File: config.mk
export PLATFORM = sky130hd
export DESIGN_NAME = srscan_top
export DESIGN_NICKNAME = d
export VERILOG_FILES = /design/src/rtl/srscan_pkg.sv /design/src/rtl/srscan_tick.sv /design/src/rtl/srscan_regs.sv /design/src/rtl/srscan_engine.sv /design/src/rtl/srscan_top.sv
export SDC_FILE = /design/constraint.sdc
export NUM_CORES = 1
export LEC_CHECK = 0
export BUFFER_PORTS_ARGS = -buffer_cell sky130_fd_sc_hd__buf_2
export CAP_MARGIN = 30
export CORE_MARGIN = 2
export CORE_UTILIZATION = 26
export DETAILED_ROUTE_END_ITERATION = 10
export PLACE_DENSITY = 0.48
export SLEW_MARGIN = 10
export SYNTH_ARGS = -nofsm -noshare
export SYNTH_HDL_FRONTEND = slang
export SYNTH_HIERARCHICAL = 1
export SYNTH_SLANG_ARGS = --single-unit
File: constraint.sdc
create_clock -name clk -period 3.85 [get_ports clk]
set_input_delay 0.385 -clock clk [delete_from_list [all_inputs] [get_ports clk]]
set_output_delay 0.385 -clock clk [all_outputs]
set_load 0.03 [all_outputs]
File: src/rtl/srscan_pkg.sv
// Shared types for the shift register scanner.
// Assumes: a single clock domain; all users import this package.
package srscan_pkg;

    typedef enum logic [3:0] {
        ST_IDLE,   // pins idle, waiting for a scan request
        ST_TOUCH,  // touch pin high, counting wait steps
        ST_LATLO,  // capture strobe low
        ST_LATHI,  // capture strobe back high
        ST_LOAD,   // fetch next output byte
        ST_BITLO,  // serial clock low: data-out set, input sampled at end
        ST_BITHI,  // serial clock high
        ST_STORE,  // write received byte into the input/flag files
        ST_FINLO,  // output transfer strobe low
        ST_FINHI   // output transfer strobe back high
    } scan_state_t;

    localparam logic [1:0] BANK_OUT = 2'd0;
    localparam logic [1:0] BANK_IN  = 2'd1;
    localparam logic [1:0] BANK_CHG = 2'd2;
    localparam logic [1:0] BANK_CFG = 2'd3;

endpackage

File: src/rtl/srscan_tick.sv
// Scan tick generator: a free-running millisecond prescaler followed by
// a period counter that emits a one-clock scan request every `period` ms.
// Assumes: TICK_DIV >= 2 system clocks per millisecond; period >= 1.
module srscan_tick #(
    parameter int unsigned TICK_DIV = 50000
) (
    input  logic       clk,
    input  logic       rst_n,
    input  logic [7:0] period,
    output logic       scan_req
);
    localparam int unsigned MS_W = $clog2(TICK_DIV);

    logic [MS_W-1:0] ms_cnt;
    logic [7:0]      per_cnt;
    logic            ms_pulse;

    assign ms_pulse = (ms_cnt == MS_W'(TICK_DIV - 1));

    // Millisecond prescaler, wraps every TICK_DIV clocks.
    always_ff @(posedge clk) begin
        if (!rst_n)        ms_cnt <= '0;
        else if (ms_pulse) ms_cnt <= '0;
        else               ms_cnt <= ms_cnt + 1'b1;
    end

    // Period counter: raises the scan request once per `period` ms ticks.
    always_ff @(posedge clk) begin
        if (!rst_n) begin
            per_cnt  <= '0;
            scan_req <= 1'b0;
        end else begin
            scan_req <= 1'b0;
            if (ms_pulse) begin
                if ({1'b0, per_cnt} + 9'd1 >= {1'b0, period}) begin
                    per_cnt  <= '0;
                    scan_req <= 1'b1;
                end else begin
                    per_cnt <= per_cnt + 1'b1;
                end
            end
        end
    end

endmodule

File: src/rtl/srscan_regs.sv
// Register files and settings of the scanner: output bytes, captured input
// bytes, sticky changed flags and the three configuration values. Serves
// the host port and the scan engine's byte read/store ports.
// Assumes: MAX_REGS is a power of two and at most 255.
module srscan_regs
    import srscan_pkg::*;
#(
    parameter int unsigned MAX_REGS = 16,
    parameter int unsigned IDX_W    = $clog2(MAX_REGS),
    parameter int unsigned CNT_W    = $clog2(MAX_REGS + 1),
    parameter int unsigned AW       = IDX_W + 2
) (
    input  logic             clk,
    input  logic             rst_n,
    input  logic [AW-1:0]    host_addr,
    input  logic             host_we,
    input  logic [7:0]       host_wdata,
    output logic [7:0]       host_rdata,
    input  logic [IDX_W-1:0] rd_idx,
    output logic [7:0]       rd_byte,
    input  logic             upd_en,
    input  logic [IDX_W-1:0] upd_idx,
    input  logic [7:0]       upd_byte,
    output logic [CNT_W-1:0] cfg_count,
    output logic [7:0]       cfg_period,
    output logic [7:0]       cfg_sens
);
    logic [1:0]       bank;
    logic [IDX_W-1:0] idx;
    logic [7:0]       out_q [MAX_REGS];
    logic [7:0]       in_q  [MAX_REGS];
    logic [7:0]       chg_q [MAX_REGS];

    assign bank    = host_addr[AW-1:AW-2];
    assign idx     = host_addr[IDX_W-1:0];
    assign rd_byte = out_q[rd_idx];

    // Output byte file, written only by the host.
    always_ff @(posedge clk) begin
        if (!rst_n) begin
            for (int i = 0; i < int'(MAX_REGS); i++) out_q[i] <= '0;
        end else if (host_we && bank == BANK_OUT) begin
            out_q[idx] <= host_wdata;
        end
    end

    // One input byte and one flag byte per chain position.
    for (genvar g = 0; g < int'(MAX_REGS); g++) begin : g_entry
        logic       hit_upd;
        logic [7:0] clr_mask;

        assign hit_upd  = upd_en && (upd_idx == IDX_W'(g));
        assign clr_mask = (host_we && bank == BANK_CHG && idx == IDX_W'(g))
                          ? host_wdata : 8'h00;

        // Input byte replaced by each newly received byte.
        always_ff @(posedge clk) begin
            if (!rst_n)       in_q[g] <= '0;
            else if (hit_upd) in_q[g] <= upd_byte;
        end

        // Flags gather input differences; host write-1 clears bits.
        always_ff @(posedge clk) begin
            if (!rst_n) chg_q[g] <= '0;
            else        chg_q[g] <= (chg_q[g] & ~clr_mask)
                                    | (hit_upd ? (upd_byte ^ in_q[g]) : 8'h00);
        end
    end

    // Configuration values with their write-time clamping.
    always_ff @(posedge clk) begin
        if (!rst_n) begin
            cfg_count  <= CNT_W'(MAX_REGS);
            cfg_period <= 8'd1;
            cfg_sens   <= 8'd0;
        end else if (host_we && bank == BANK_CFG) begin
            case (idx)
                IDX_W'(0): cfg_count  <= (host_wdata >= 8'(MAX_REGS))
                                         ? CNT_W'(MAX_REGS) : host_wdata[CNT_W-1:0];
                IDX_W'(1): cfg_period <= (host_wdata == 8'd0) ? 8'd1 : host_wdata;
                IDX_W'(2): cfg_sens   <= host_wdata;
                default: ;
            endcase
        end
    end

    // Host read multiplexer.
    always_comb begin
        host_rdata = 8'h00;
        case (bank)
            BANK_OUT: host_rdata = out_q[idx];
            BANK_IN:  host_rdata = in_q[idx];
            BANK_CHG: host_rdata = chg_q[idx];
            default: begin
                if (idx == IDX_W'(0))      host_rdata = 8'(cfg_count);
                else if (idx == IDX_W'(1)) host_rdata = cfg_period;
                else if (idx == IDX_W'(2)) host_rdata = cfg_sens;
            end
        endcase
    end

endmodule

File: src/rtl/srscan_engine.sv
// Scan sequencer. On a request while idle, it runs the optional touch
// pulse and the capture strobe. It then shifts cfg_count bytes (outputs
// from the top index down, inputs from index 0 up) and ends with the
// output transfer strobe.
// Assumes: PHASE_CLKS >= 2; sr_din is stable when sampled, at the end of
// each serial-clock low phase.
module srscan_engine
    import srscan_pkg::*;
#(
    parameter int unsigned PHASE_CLKS = 4,
    parameter int unsigned IDX_W      = 4,
    parameter int unsigned CNT_W      = 5
) (
    input  logic             clk,
    input  logic             rst_n,
    input  logic             scan_req,
    input  logic [CNT_W-1:0] cfg_count,
    input  logic [7:0]       cfg_sens,
    output logic [IDX_W-1:0] rd_idx,
    input  logic [7:0]       rd_byte,
    output logic             upd_en,
    output logic [IDX_W-1:0] upd_idx,
    output logic [7:0]       upd_byte,
    output logic             sr_sclk,
    output logic             sr_rclk,
    output logic             sr_dout,
    input  logic             sr_din,
    output logic             touch_pin
);
    localparam int unsigned PH_W = $clog2(PHASE_CLKS);

    scan_state_t      state;
    logic [PH_W-1:0]  ph;
    logic             timed, step_end;
    logic [CNT_W-1:0] n_q, bcnt, ridx;
    logic [2:0]       bit_q;
    logic [7:0]       tcnt, obyte, shreg;

    assign timed    = state inside {ST_TOUCH, ST_LATLO, ST_LATHI, ST_BITLO,
                                    ST_BITHI, ST_FINLO, ST_FINHI};
    assign step_end = (ph == PH_W'(PHASE_CLKS - 1));
    assign ridx     = n_q - CNT_W'(1) - bcnt;
    assign rd_idx   = ridx[IDX_W-1:0];
    assign upd_en   = (state == ST_STORE);
    assign upd_idx  = bcnt[IDX_W-1:0];
    assign upd_byte = shreg;

    // Phase timer: counts system clocks within each timed step.
    always_ff @(posedge clk) begin
        if (!rst_n) ph <= '0;
        else        ph <= (timed && !step_end) ? ph + 1'b1 : '0;
    end

    // Scan state machine and pin drivers.
    always_ff @(posedge clk) begin
        if (!rst_n) begin
            state     <= ST_IDLE;
            n_q       <= '0;
            bcnt      <= '0;
            bit_q     <= '0;
            tcnt      <= '0;
            obyte     <= '0;
            shreg     <= '0;
            sr_sclk   <= 1'b1;
            sr_rclk   <= 1'b1;
            sr_dout   <= 1'b1;
            touch_pin <= 1'b0;
        end else begin
            case (state)
                ST_IDLE: if (scan_req) begin
                    n_q  <= cfg_count;
                    bcnt <= '0;
                    if (cfg_sens != 8'd0) begin
                        touch_pin <= 1'b1;
                        tcnt      <= cfg_sens;
                        state     <= ST_TOUCH;
                    end else begin
                        sr_rclk <= 1'b0;
                        state   <= ST_LATLO;
                    end
                end
                ST_TOUCH: if (step_end) begin
                    if (tcnt == 8'd1) begin
                        sr_rclk <= 1'b0;
                        state   <= ST_LATLO;
                    end else begin
                        tcnt <= tcnt - 1'b1;
                    end
                end
                ST_LATLO: if (step_end) begin
                    sr_rclk   <= 1'b1;
                    touch_pin <= 1'b0;
                    state     <= ST_LATHI;
                end
                ST_LATHI: if (step_end) begin
                    if (n_q == '0) begin
                        sr_rclk <= 1'b0;
                        state   <= ST_FINLO;
                    end else begin
                        state <= ST_LOAD;
                    end
                end
                ST_LOAD: begin
                    obyte   <= rd_byte;
                    sr_dout <= rd_byte[0];
                    bit_q   <= '0;
                    sr_sclk <= 1'b0;
                    state   <= ST_BITLO;
                end
                ST_BITLO: if (step_end) begin
                    shreg   <= {shreg[6:0], sr_din};
                    sr_sclk <= 1'b1;
                    state   <= ST_BITHI;
                end
                ST_BITHI: if (step_end) begin
                    if (bit_q == 3'd7) begin
                        state <= ST_STORE;
                    end else begin
                        bit_q   <= bit_q + 1'b1;
                        sr_dout <= obyte[3'(bit_q + 3'd1)];
                        sr_sclk <= 1'b0;
                        state   <= ST_BITLO;
                    end
                end
                ST_STORE: begin
                    bcnt <= bcnt + 1'b1;
                    if (CNT_W'(bcnt + 1'b1) == n_q) begin
                        sr_rclk <= 1'b0;
                        state   <= ST_FINLO;
                    end else begin
                        state <= ST_LOAD;
                    end
                end
                ST_FINLO: if (step_end) begin
                    sr_rclk <= 1'b1;
                    sr_dout <= 1'b1;
                    state   <= ST_FINHI;
                end
                ST_FINHI: if (step_end) state <= ST_IDLE;
                default: state <= ST_IDLE;
            endcase
        end
    end

endmodule

File: src/rtl/srscan_top.sv
// Top of the chained shift register scanner: tick generator, register
// files and scan engine. touch_oe enables the touch pin driver whenever
// the touch setting is nonzero.
// Assumes: external chains capture inputs while the latch clock is low and
// update their LED outputs on its rising edge.
module srscan_top #(
    parameter int unsigned TICK_DIV   = 50000,
    parameter int unsigned PHASE_CLKS = 4,
    parameter int unsigned MAX_REGS   = 16,
    localparam int unsigned IDX_W     = $clog2(MAX_REGS),
    localparam int unsigned CNT_W     = $clog2(MAX_REGS + 1),
    localparam int unsigned AW        = IDX_W + 2
) (
    input  logic          clk,
    input  logic          rst_n,
    input  logic [AW-1:0] host_addr,
    input  logic          host_we,
    input  logic [7:0]    host_wdata,
    output logic [7:0]    host_rdata,
    output logic          sr_sclk,
    output logic          sr_rclk,
    output logic          sr_dout,
    input  logic          sr_din,
    output logic          touch_pin,
    output logic          touch_oe
);
    logic             scan_req, upd_en;
    logic [IDX_W-1:0] rd_idx, upd_idx;
    logic [7:0]       rd_byte, upd_byte, cfg_period, cfg_sens;
    logic [CNT_W-1:0] cfg_count;

    assign touch_oe = (cfg_sens != 8'd0);

    srscan_tick #(.TICK_DIV(TICK_DIV)) u_tick (
        .clk(clk), .rst_n(rst_n), .period(cfg_period), .scan_req(scan_req)
    );

    srscan_regs #(.MAX_REGS(MAX_REGS), .IDX_W(IDX_W), .CNT_W(CNT_W), .AW(AW)) u_regs (
        .clk(clk), .rst_n(rst_n),
        .host_addr(host_addr), .host_we(host_we), .host_wdata(host_wdata),
        .host_rdata(host_rdata),
        .rd_idx(rd_idx), .rd_byte(rd_byte),
        .upd_en(upd_en), .upd_idx(upd_idx), .upd_byte(upd_byte),
        .cfg_count(cfg_count), .cfg_period(cfg_period), .cfg_sens(cfg_sens)
    );

    srscan_engine #(.PHASE_CLKS(PHASE_CLKS), .IDX_W(IDX_W), .CNT_W(CNT_W)) u_engine (
        .clk(clk), .rst_n(rst_n), .scan_req(scan_req),
        .cfg_count(cfg_count), .cfg_sens(cfg_sens),
        .rd_idx(rd_idx), .rd_byte(rd_byte),
        .upd_en(upd_en), .upd_idx(upd_idx), .upd_byte(upd_byte),
        .sr_sclk(sr_sclk), .sr_rclk(sr_rclk), .sr_dout(sr_dout),
        .sr_din(sr_din), .touch_pin(touch_pin)
    );

endmodule

==> Word-level counts from Yosys, hierarchy flattened <==
Memory sizes are Yosys's and may differ from the RTL's.
Index checks and enable logic that the tools add are counted.
{ "totals": {"ff_bits": 93, "ramBits": 384, "wordCells": 436, "mem_count": 3, "output_inout_bits": 13} }
{ "memory_table": {"columns": ["name", "depth", "word_bits", "read_ports", "rd_ports_with_merged_regs", "wr", "line_no", "rtl"], "rows": [
  ["u_regs.chg_q", 16, 8, 17, 0, 16, "srscan_regs.sv:32", "logic [7:0] chg_q [MAX_REGS];"],
  ["u_regs.in_q", 16, 8, 17, 0, 16, "srscan_regs.sv:31", "logic [7:0] in_q [MAX_REGS];"],
  ["u_regs.out_q", 16, 8, 2, 0, 16, "srscan_regs.sv:30", "logic [7:0] out_q [MAX_REGS];"]
]} }
{ "classes": {"addsub": 9, "reduce_logical": 70, "eq_ne": 63, "n_lt_le_gt_ge": 3, "muxes": 173, "n_bitwise": 97} }
{ "op_table": {"columns": ["operator", "n"], "rows": [
  ["8-bit 2-to-1 mux", 74],
  ["8-bit bitwise AND", 16],
  ["8-bit inverter", 16],
  ["8-bit OR", 16],
  ["8-bit XOR", 16],
  ["4-bit equality test, second input constant", 18],
  ["1-bit 2-to-1 mux", 71],
  ["4-bit by 3-bit equality test with 1-bit output, second input constant", 12],
  ["4-bit 2-to-1 mux", 12],
  ["4-bit one-hot mux with 10 select lines", 1],
  ["1-bit logical AND", 36],
  ["1-bit OR", 32],
  ["4-bit by 2-bit equality test with 1-bit output, second input constant", 6],
  ["8-bit one-hot mux with 3 select lines", 1],
  ["2-bit by 1-bit inequality test with 1-bit output, second input constant", 9],
  ["9-bit AND reduction", 2],
  ["16-bit by 1-bit adder with 16-bit output, second input constant", 1],
  ["16-bit equality test, second input constant", 1],
  ["8-bit one-hot mux with 2 select lines", 1],
  ["2-bit AND reduction", 8],
  ["2-bit inequality test, second input constant", 7],
  ["4-bit by 1-bit equality test with 1-bit output, second input constant", 3],
  ["4-bit zero test", 3],
  ["4-bit AND reduction", 3],
  ["other kinds (39)", 50]
]} }

==> Depth between registers and ports, before layout <==
{ "logic_depth": {"ltp_word": 8, "depth_mapped": 11} }

==> Modules after synthesis <==
The synthesis kept the hierarchy.
{ "modules_own_cells": {"columns": ["module", "instances", "cells_each", "area_per_inst_um2"], "rows": [
  ["srscan_regs", 1, 1673, 20911.3],
  ["srscan_engine", 1, 329, 2792.7],
  ["srscan_tick", 1, 172, 1482.7],
  ["srscan_top", 1, 3, 16.3]
]} }

==> Least setup slack after synthesis <==
OpenSTA, ideal clock, no wires.
{ "synth_path": {"path_kind": "register -> register", "start": "register u_engine.bcnt[0]", "end": "register u_engine.sr_dout", "arrival_ns": 2.789, "path_buffers": 1, "path_stages_with_launch": 11, "slack_ns": 0.928, "cell_sequence": "dfxtp_1 inv_1 ha_1 fa_1 clkbuf_1 mux4_2 mux4_2 a21oi_1 a21oi_1 nor3b_1 o21ai_0"} }
{ "synth_between": {"elab_chain_cells": 3} }
{ "synth_rtl": {"columns": ["item", "line_no", "rtl"], "rows": [
  ["start, declared", "srscan_engine.sv:35", "logic [CNT_W-1:0] n_q, bcnt, ridx;"],
  ["start signal, assigned", "srscan_engine.sv:126", "bcnt <= bcnt + 1'b1;"],
  ["4-bit subtractor", "srscan_engine.sv:42", "assign ridx = n_q - CNT_W'(1) - bcnt;"],
  ["via rd_idx[1]", "srscan_top.sv:28", "logic [IDX_W-1:0] rd_idx, upd_idx;"],
  ["memory 16 x 8 bit", null, null],
  ["via rd_byte[0]", "srscan_top.sv:29", "logic [7:0] rd_byte, upd_byte, cfg_period, cfg_sens;"],
  ["1-bit one-hot mux with 3 select lines", "srscan_engine.sv:69", "case (state)"],
  ["end signal, assigned", "srscan_engine.sv:105", "sr_dout <= rd_byte[0];"],
  ["end signal, assigned", "srscan_engine.sv:120", "sr_dout <= obyte[3'(bit_q + 3'd1)];"],
  ["end, declared", "srscan_engine.sv:26", "output logic sr_dout,"]
]} }
The timed path passes the listed nets, and every way through them passes these cells.
A chain may end at the register's enable or synchronous reset.

==> Final worst setup path <==
{ "layout_path": {"start": "input host_addr[0]", "end": "output host_rdata[3]"} }
{ "layout_between": {"elab_chain_cells": 5, "elab_cells_between_ends": 10} }
{ "layout_rtl": {"columns": ["item", "line_no", "rtl"], "rows": [
  ["start, declared", "srscan_top.sv:16", "input logic [AW-1:0] host_addr,"],
  ["4-bit by 2-bit equality test with 1-bit output", "srscan_regs.sv:97", "else if (idx == IDX_W'(2)) host_rdata = cfg_sens;"],
  ["8-bit 2-to-1 mux", "srscan_regs.sv:97", null],
  ["8-bit 2-to-1 mux", "srscan_regs.sv:96", "else if (idx == IDX_W'(1)) host_rdata = cfg_period;"],
  ["8-bit 2-to-1 mux", "srscan_regs.sv:95", "if (idx == IDX_W'(0)) host_rdata = 8'(cfg_count);"],
  ["8-bit one-hot mux with 3 select lines *", "srscan_regs.sv:90", "case (bank)"],
  ["end, declared", "srscan_top.sv:19", "output logic [7:0] host_rdata,"]
]} }
Mark *: on every way between the ends. The rest lies on a longest branch, timed or not.

==> summary.md <==
| Metric | Value |
|---|---|
| Hold buffer count at CTS | 0 |
| Final setup TNS | 0 ps |
| Total track usage | 16.7% |
| Site Rows | 114 |
| Final worst setup slack | roughly 330 ps |
| Fin. Hold Viols | 0 |
| FF-to-FF setup slack | 720 ps |
| Area Growth Syn to Fin | 14.2% |
| Distinct cells, synth | between 80 and 90 |
| Mean Syn Cell Area | 11.6 µm² |
| Final Util | 29.8% |
| Cell taking the most area after synthesis | edfxtp_1 |
| Initial DRT Pass Iterations | 5 |
| Antenna violations before repair | 2 |
| Synth top area share | 30.5% |
| Cells after Synth | 2177 |
| Proportion of synthesized chip area in sequential cells | 48.1% |
| Vias in the first global route | 18100 |
| Ports | 31 |
| Asr flop ratio synth | 0% |
| Maxcap violations | 0 |
| First-pass GRT wire length | 124000 µm |
| Slew Limit Headroom | 34.4% |
| Worst endpoint required time | between 3000 and 4000 ps |
| Initial drt markers | about 2000 |
| Synth top area cells | edfxtp_1, dfxtp_1, mux4_2 |
| Antenna viol nets, final | 0 |
| Peak supply drop | 0.000302 V |
| Arr. time, crit path | around 3100 ps |
| Period utilization | 91.5% |
| Routed WL | ~84000 µm |
| Total chip power | roughly 12000 µW |
| Count leader, synth | and2_1 |
| Root Driver | clkbuf_16 |
| Final slew viol count | 0 |
| DR vias/cell | 5.18 |
| Initial Util | 26.1% |
| Port bufs | 30 |
| CTS tree | done |
| DRC Markers | 0 |
| Clock latency on the worst-skew pair | between 600 and 700 ps |
| CTS Buf Count | 54 |
| Largest net degree at the start of global routing | 95 |
| Post-Syn Area | 25200 µm² |
| CP Class | in -> out |
| Core Region | just under 100000 µm² |
| Vias | between 15000 and 20000 |
| FILL cells | ~9900 |
| EDFF count, synth | 256 |
| Die H | 315 µm |
| Ys Warns | 6 |
| Top fanout value on the critical path | 31 |
| Slew @ Worst Pin | between 900 and 1000 ps |
| Clock Pin Slew Worst Setup and Hold Paths | 60 ps |
| Share of cells above drive strength 1 | a little under a fifth |
| Worst Setup End Kind | primary output |
| HPWL after DPL | between 50000 and 60000 µm |
| PostCTS Resize Cnt | 0 |
| Primary FF master, synth | edfxtp_1 |
| Fin nets | about 2200 |
| # clock sinks | ~480 |
| Highest clock rate | 284 MHz |
| Critical path launch point type | input pin |
| Drt wl/cell | 24.0 µm |
| Global route overflow | 0 |
| Flops & latches, synth | 477 |
| Pleak | 0.0105 µW |
| Setup Buffers After CTS | 0 |
| Clock Path Buffers | 3 |
| RD Place Congestion | 0.886 |
| Setup violations, final | 0 |
| Synth cell count leaders | and2_1, edfxtp_1, dfxtp_1, nand2_1, xor2_1 |
| Outcome | finished clean |
| Mapped Nets | 2215 |
| RSZ-0062 raised after global routing | no |
| Pwr per Cell Area | 414 nW/µm² |
| H-Tree Depth | 2 |
| Min-Delay Path Class | in -> reg |
| Fin crit period | 3520 ps |
| Pre-CTS setup slack | 465 ps |
| Die ar. | 99400 µm² |
| Skew final | between 40 and 50 ps |
| Die width | ~320 µm |
[logic make-up (layout without fill, tap and decap cells)]
family	after synthesis	count (layout)	synth area share, %
other	0	2	0
flip-flops	477	477	48.1
XOR/XNOR	155	155	5.39
AND/OR/NAND/NOR	760	760	16.3
adder cells (fa/ha/maj)	20	20	1.02
multiplexers	205	205	14.2
buffers and inverters	217	272	4.04
AO/OA/AOI/OAI	343	343	11.0
[layer usage]
metal | GRT usage (%) | vias up | routed length (µm) | part of all wire (%)
met5 | 0 | - | 0 | 0
met4 | 5.85 | 0 | 2930 | 3.5
met3 | 2.16 | 150 | 5020 | 6.0
met2 | 27.6 | 650 | 39500 | 47
met1 | 22.5 | 9328 | 36700 | 44
li1 | - | 8051 | - | -
[power breakdown]
part	leakage [µW]	internal [µW]	switching [µW]
Combinational	0.00527	418	705
Sequential	0.00432	5490	118
Clock	0.000874	2970	2210
[placed cells by master (no fill, tap or decap), types with 10 or more instances in the layout]
master / netlist / layout
a32o_1: 128 / 128
xnor2_1: 13 / 13
dfxtp_1: 221 / 221
buf_2: 28 / 28
clkbuf_1: 119 / 10
o221ai_1: 10 / 10
nand2_1: 196 / 196
mux2i_1: 82 / 82
and2_1: 264 / 264
nor2_2: 17 / 17
a21boi_1: 12 / 12
nand2b_1: 16 / 16
clkbuf_16: 0 / 54
a21oi_1: 26 / 26
nand3_1: 43 / 43
ha_1: 19 / 18
xor2_1: 142 / 142
nor2b_1: 45 / 45
o21ai_0: 60 / 60
a22oi_1: 13 / 13
buf_4: 16 / 97
edfxtp_1: 256 / 256
nand4_1: 14 / 14
clkbuf_8: 0 / 12
inv_1: 32 / 32
a21boi_0: 16 / 16
mux4_2: 122 / 122
a31oi_1: 10 / 10
nor2_1: 85 / 85
nor3_1: 14 / 14
[worst max-delay path: stages]
cell,delay [ps]
buf_4,490
buf_12,280
buf_12,200
nor2b_1,630
a21oi_1,150
nand3_1,180
o311ai_0,250
o2bb2ai_1,300
buf_2,240
[flip-flops by register name (all words and copies together), names as in the netlist]
register,count
u_tick/per_cnt,8
u_engine/sr_sclk,1
u_regs/in_q,128
u_engine/tcnt,8
u_engine/n_q,5
u_engine/bcnt,5
u_engine/upd_byte,8
u_regs/cfg_count,5
u_regs/out_q,128
u_engine/sr_rclk,1
u_engine/obyte,8
u_engine/sr_dout,1
u_engine/touch_pin,1
u_regs/cfg_period,8
u_regs/chg_q,128
u_regs/cfg_sens,8
u_engine/bit_q,3
u_tick/scan_req,1
u_engine/state,4
u_tick/ms_cnt,16
u_engine/ph,2
[final cells by class]
cell class / count / area, µm² / share of cell area (%)
flip-flops and latches: 477 / 12100 / 42.1
multi-input cells: 1483 / 12100 / 42.0
well taps: 1276 / 1600 / 5.55
clock buffers: 77 / 1560 / 5.42
repair buffers: 137 / 1070 / 3.72
clock inverters: 25 / 225 / 0.783
inverters: 33 / 124 / 0.430
diodes: 2 / 5.00 / 0.0174
[final timing paths]
path                                      start                                end  cells past startpoint
setup / recovery                   host_addr[0]                      host_rdata[3]                      9
hold / removal                           sr_din  u_engine/upd_byte[0]$_SDFFE_PN0P_                      3
setup reg to reg  u_engine/bcnt[0]$_SDFFE_PN0P_     u_engine/obyte[3]$_SDFFE_PN0P_                      7
hold reg to reg       u_engine/ph[0]$_SDFF_PN0_          u_engine/ph[0]$_SDFF_PN0_                      1
[through the flow]
step                      cells  cell area (µm²)  hold slack [ps]
after floorplan            2177            25200              399
after global placement     3401            26900              408
after detailed placement   3402            26900              416
after CTS                  3504            28700             30.2
after global routing       3508            28800             72.7
final                      3510            28800             66.4
(Power assumes the default switching activity.)
